**src/rtl/clkout_ctl.sv**
```systemverilog
module clkout_ctl #(
  parameter int NUM_OUT = 6
) (
  input  logic               clk,
  input  logic               rst_n,
  input  logic               pwrgd_in,
  input  logic               pll_lock_in,
  input  logic [NUM_OUT-1:0] oe_n_in,
  input  logic               adr_strap_in,
  input  logic [1:0]         ss_strap_in,
  input  logic [NUM_OUT-1:0] reg_oe_bits,
  input  logic [1:0]         reg_stop_lvl,
  input  logic               reg_ref_en,
  input  logic               reg_ref_pd_run,
  output logic [6:0]         bus_addr,
  output logic [1:0]         ss_sel,
  output logic               straps_valid,
  output logic [NUM_OUT-1:0] dif_run,
  output logic [NUM_OUT-1:0] dif_lvl_t,
  output logic [NUM_OUT-1:0] dif_lvl_c,
  output logic [1:0]         ref_state
);

  localparam int SW = NUM_OUT + 2;
  localparam logic [SW-1:0] SYNC_RST = {2'b00, {NUM_OUT{1'b1}}};
  localparam logic [1:0] REF_HIZ = 2'b00;
  localparam logic [1:0] REF_STOP = 2'b01;
  localparam logic [1:0] REF_RUN = 2'b10;

  logic [SW-1:0] raw, s1, s2, prev, filt;
  logic pg_f, lock_f, pg_d, adr_q;
  logic [NUM_OUT-1:0] oe_n_f, run_nxt;

  assign raw = {pwrgd_in, pll_lock_in, oe_n_in};

  always_ff @(posedge clk or negedge rst_n) begin
    if (!rst_n) begin
      s1   <= SYNC_RST;
      s2   <= SYNC_RST;
      prev <= SYNC_RST;
      filt <= SYNC_RST;
    end else begin
      s1   <= raw;
      s2   <= s1;
      prev <= s2;
      filt <= (s2 & ~(s2 ^ prev)) | (filt & (s2 ^ prev));
    end
  end

  assign pg_f   = filt[SW-1];
  assign lock_f = filt[SW-2];
  assign oe_n_f = filt[NUM_OUT-1:0];

  always_ff @(posedge clk or negedge rst_n) begin
    if (!rst_n) begin
      pg_d         <= 1'b0;
      straps_valid <= 1'b0;
      adr_q        <= 1'b0;
      ss_sel       <= 2'b00;
    end else begin
      pg_d <= pg_f;
      if (pg_f && !pg_d && !straps_valid) begin
        straps_valid <= 1'b1;
        adr_q        <= adr_strap_in;
        ss_sel       <= ss_strap_in[1] ? 2'b10 : {1'b0, ss_strap_in[0]};
      end
    end
  end

  assign bus_addr = {5'b11010, adr_q, 1'b0};

  assign run_nxt = {NUM_OUT{pg_f & lock_f}} & reg_oe_bits & ~oe_n_f;

  always_ff @(posedge clk or negedge rst_n) begin
    if (!rst_n) begin
      dif_run   <= '0;
      dif_lvl_t <= '0;
      dif_lvl_c <= '0;
      ref_state <= REF_HIZ;
    end else begin
      dif_run   <= run_nxt;
      dif_lvl_t <= ~run_nxt & {NUM_OUT{reg_stop_lvl[1]}};
      dif_lvl_c <= ~run_nxt & {NUM_OUT{reg_stop_lvl[0]}};
      if (!straps_valid && !(pg_f && !pg_d))
        ref_state <= REF_HIZ;
      else if (pg_f)
        ref_state <= reg_ref_en ? REF_RUN : REF_STOP;
      else
        ref_state <= reg_ref_pd_run ? REF_RUN : REF_STOP;
    end
  end

endmodule


```
**config.mk**
```make
export PLATFORM = sky130hd
export DESIGN_NAME = clkout_ctl
export DESIGN_NICKNAME = d
export VERILOG_FILES = /design/src/rtl/clkout_ctl.sv
export SDC_FILE = /design/constraint.sdc
export NUM_CORES = 1
export LEC_CHECK = 0
export ABC_AREA = 1
export BUFFER_PORTS_ARGS = -buffer_cell sky130_fd_sc_hd__buf_2
export CAP_MARGIN = 40
export CORE_UTILIZATION = 50
export CTS_BUF_LIST = sky130_fd_sc_hd__clkbuf_8 sky130_fd_sc_hd__clkbuf_16
export DETAILED_ROUTE_END_ITERATION = 16
export PLACE_DENSITY = 0.77
export SLEW_MARGIN = 25
export SYNTH_ARGS = -nofsm -noshare
export SYNTH_HDL_FRONTEND = slang
export SYNTH_SLANG_ARGS = --single-unit
export TNS_END_PERCENT = 5
```
**constraint.sdc**
```tcl
create_clock -name clk -period 2.1 [get_ports clk]
set_input_delay 0.42 -clock clk [delete_from_list [all_inputs] [get_ports clk]]
set_output_delay 0.42 -clock clk [all_outputs]
set_load 0.05 [all_outputs]
```
==> out/metrics.cfg <==
[critical_path]
critical_path_class = reg -> out
r2r_slack_ns = 1.05
worst-path-stages = 1
critPathCaptureType = primary output
cp_top_family = flip-flops
reg2reg_to = ref_state[1]
cp.arrival_ns = 0.95
crit_path_start_kind = flip-flop
cp_data_required_time_ns = 1.68
critPathBufInv = 1
cp_max_fo = 3
rr_worst_depth = 4
cp_cell_sequence = buf_2
crit_path_max_incr_delay_ns = 0.36
cpMaxStageDelayCell = dfrtp_1

[route]
drc = 0
drtPass1Iterations = 4
drtAntennaViolNets = 0
first_iter_violations = 57
wire_per_inst_um = 11.86
routed_via_density = 4.484
via_count = 1112
routed_wirelength_um = 2941

[synth]
ys_warn_count = 0
yosys.area.top_type = dfrtp_1
synth-seq-cells = 57
synthCells = 143
avgSynthCellArea_um2 = 13.01
synth_area_leaders = dfrtp_1 44%, dfstp_2 34%, nor2_1 5.9%
syn-cell-area_um2 = 1861
synth_top_area_share_pct = 44.38
ys_seq_area_share_pct = 78.28
synth_cell_types = 15

[cts]
numCtsBuffers = 9
cts_resized = 0
cts.clk_slew.worst_paths_ns = 0.06
cts_setup_buffers = 0
ctsHoldBuffers = 0
root_buffer = clkbuf_8
htree_num_levels = 3
tritoncts = built
clk_latency_ns = 0.32
cts.path.max_buffers = 2
cts_sinks = 57

[final_layout]
final_common_cell = buf_2
nets = 220
layout-drive-gt1-share_pct = 46.53
layout_common_cells = 46 x buf_2, 33 x dfrtp_1, 29 x nor2_1
layout.cells.non_filler = 248
syn_to_final_growth_pct = 23.27
post-route-cell-area_um2 = 2293
antennaDiodeCount = 0

[placed_design]
place_hpwl_um = 2121
gp_congestion = 0.7274
dp.cells = 232
placed_area_um2 = 2120
port_buffers = 46

[global_routing]
track_usage_pct = 17.64
grt-ovfl-total = 0
grt_start_max_net_pins = 32
first_global_vias = 1128
grt_pass1_wl_um = 4933
antenna_found_initial = 0

[timing]
rsz0062_at_grt = no
drv_slew = 0
fmax_ghz = 0.7298
finalClockSkew_ns = 0.006905
hold_violations = 0
tightestPinTransition_ns = 0.5868
fin_crit_sh_pct = 65.25
period_needed_ns = 1.370
finalSetupViolCount = 0
relSlewSlack_pct = 60.88
finalSetupTns_ns = 0
whs_ns = 0.09455

[power_and_ir_drop]
total_power_uw = 2496
leakage_uw = 0.001145
peakVddDrop_mv = 0.6669
powerDensity_nw_per_um2 = 1088

[die]
die_y_um = 63
die_area_um2 = 3969
rows = 21
core_area_um2 = 3442
start_util_pct = 54.05
ios = 53
die_w_um = 63

[job]
maxCapViolCount = 0

[min_path]
hold_path_class = in -> async

[status]
status = finished, final reports clean

-- synthesized netlist by cell type (all sizes together) --
library cell and instances:
nand3b 1, nand2 15, nor2 36, buf 8, a21oi 8, nand3 7, conb 2, dfstp 24
dfrtp 33, inv 9
-- stage by stage --
stage	util [%]	setup WS, ns
3_5_place_dp	61.58	0.9989
5_1_grt	66.63	0.6868
3_3_place_gp	61.58	1.041
2_1_floorplan	-	1.004
4_1_cts	66.63	0.7049
6_report	66.63	0.7297
-- power breakdown --
part           switching (uW)  internal, uW
clock                     380           476
combinational             290          84.3
sequential               52.2          1210
-- worst max-delay path by stage --
stage	startpoint	end	slack, ns
floorplan	straps_valid	ss_sel[0]	1.00
global placement	rst_n	s1[0]	1.04
detailed placement	rst_n	s2[1]	1.0
CTS	straps_valid	straps_valid	0.70
global route	straps_valid	straps_valid	0.69
finish	straps_valid	straps_valid	0.73
-- cells by family (layout without fill, tap and decap cells) --
kind of cell	Yosys count	in the layout	synth area share (%)
compound gates	8	8	2.152
buf+inv	17	72	5.245
flops	57	57	78.28
other cells	2	6	0.4036
simple gates	59	59	13.92
-- cell type report --
| type | count | area [um2] |
|---|---|---|
| Fill cell | 273 | 1149 |
| Clock inverter | 5 | 22.52 |
| Timing Repair Buffer | 47 | 250.2 |
| Clock buffer | 11 | 151.4 |
| Multi-Input combinational cell | 73 | 321.6 |
| Tap cell | 46 | 57.56 |
| Sequential cell | 57 | 1456 |
| Inverter | 9 | 33.78 |
-- per-layer routing --
layer | track usage [%] | share of wire (%)
met4 | 8.430 | 1.8
met2 | 28.90 | 54
met3 | 9.489 | 7.2
met1 | 18.32 | 37
met5 | 0 | 0
(Power assumes the default switching activity.)
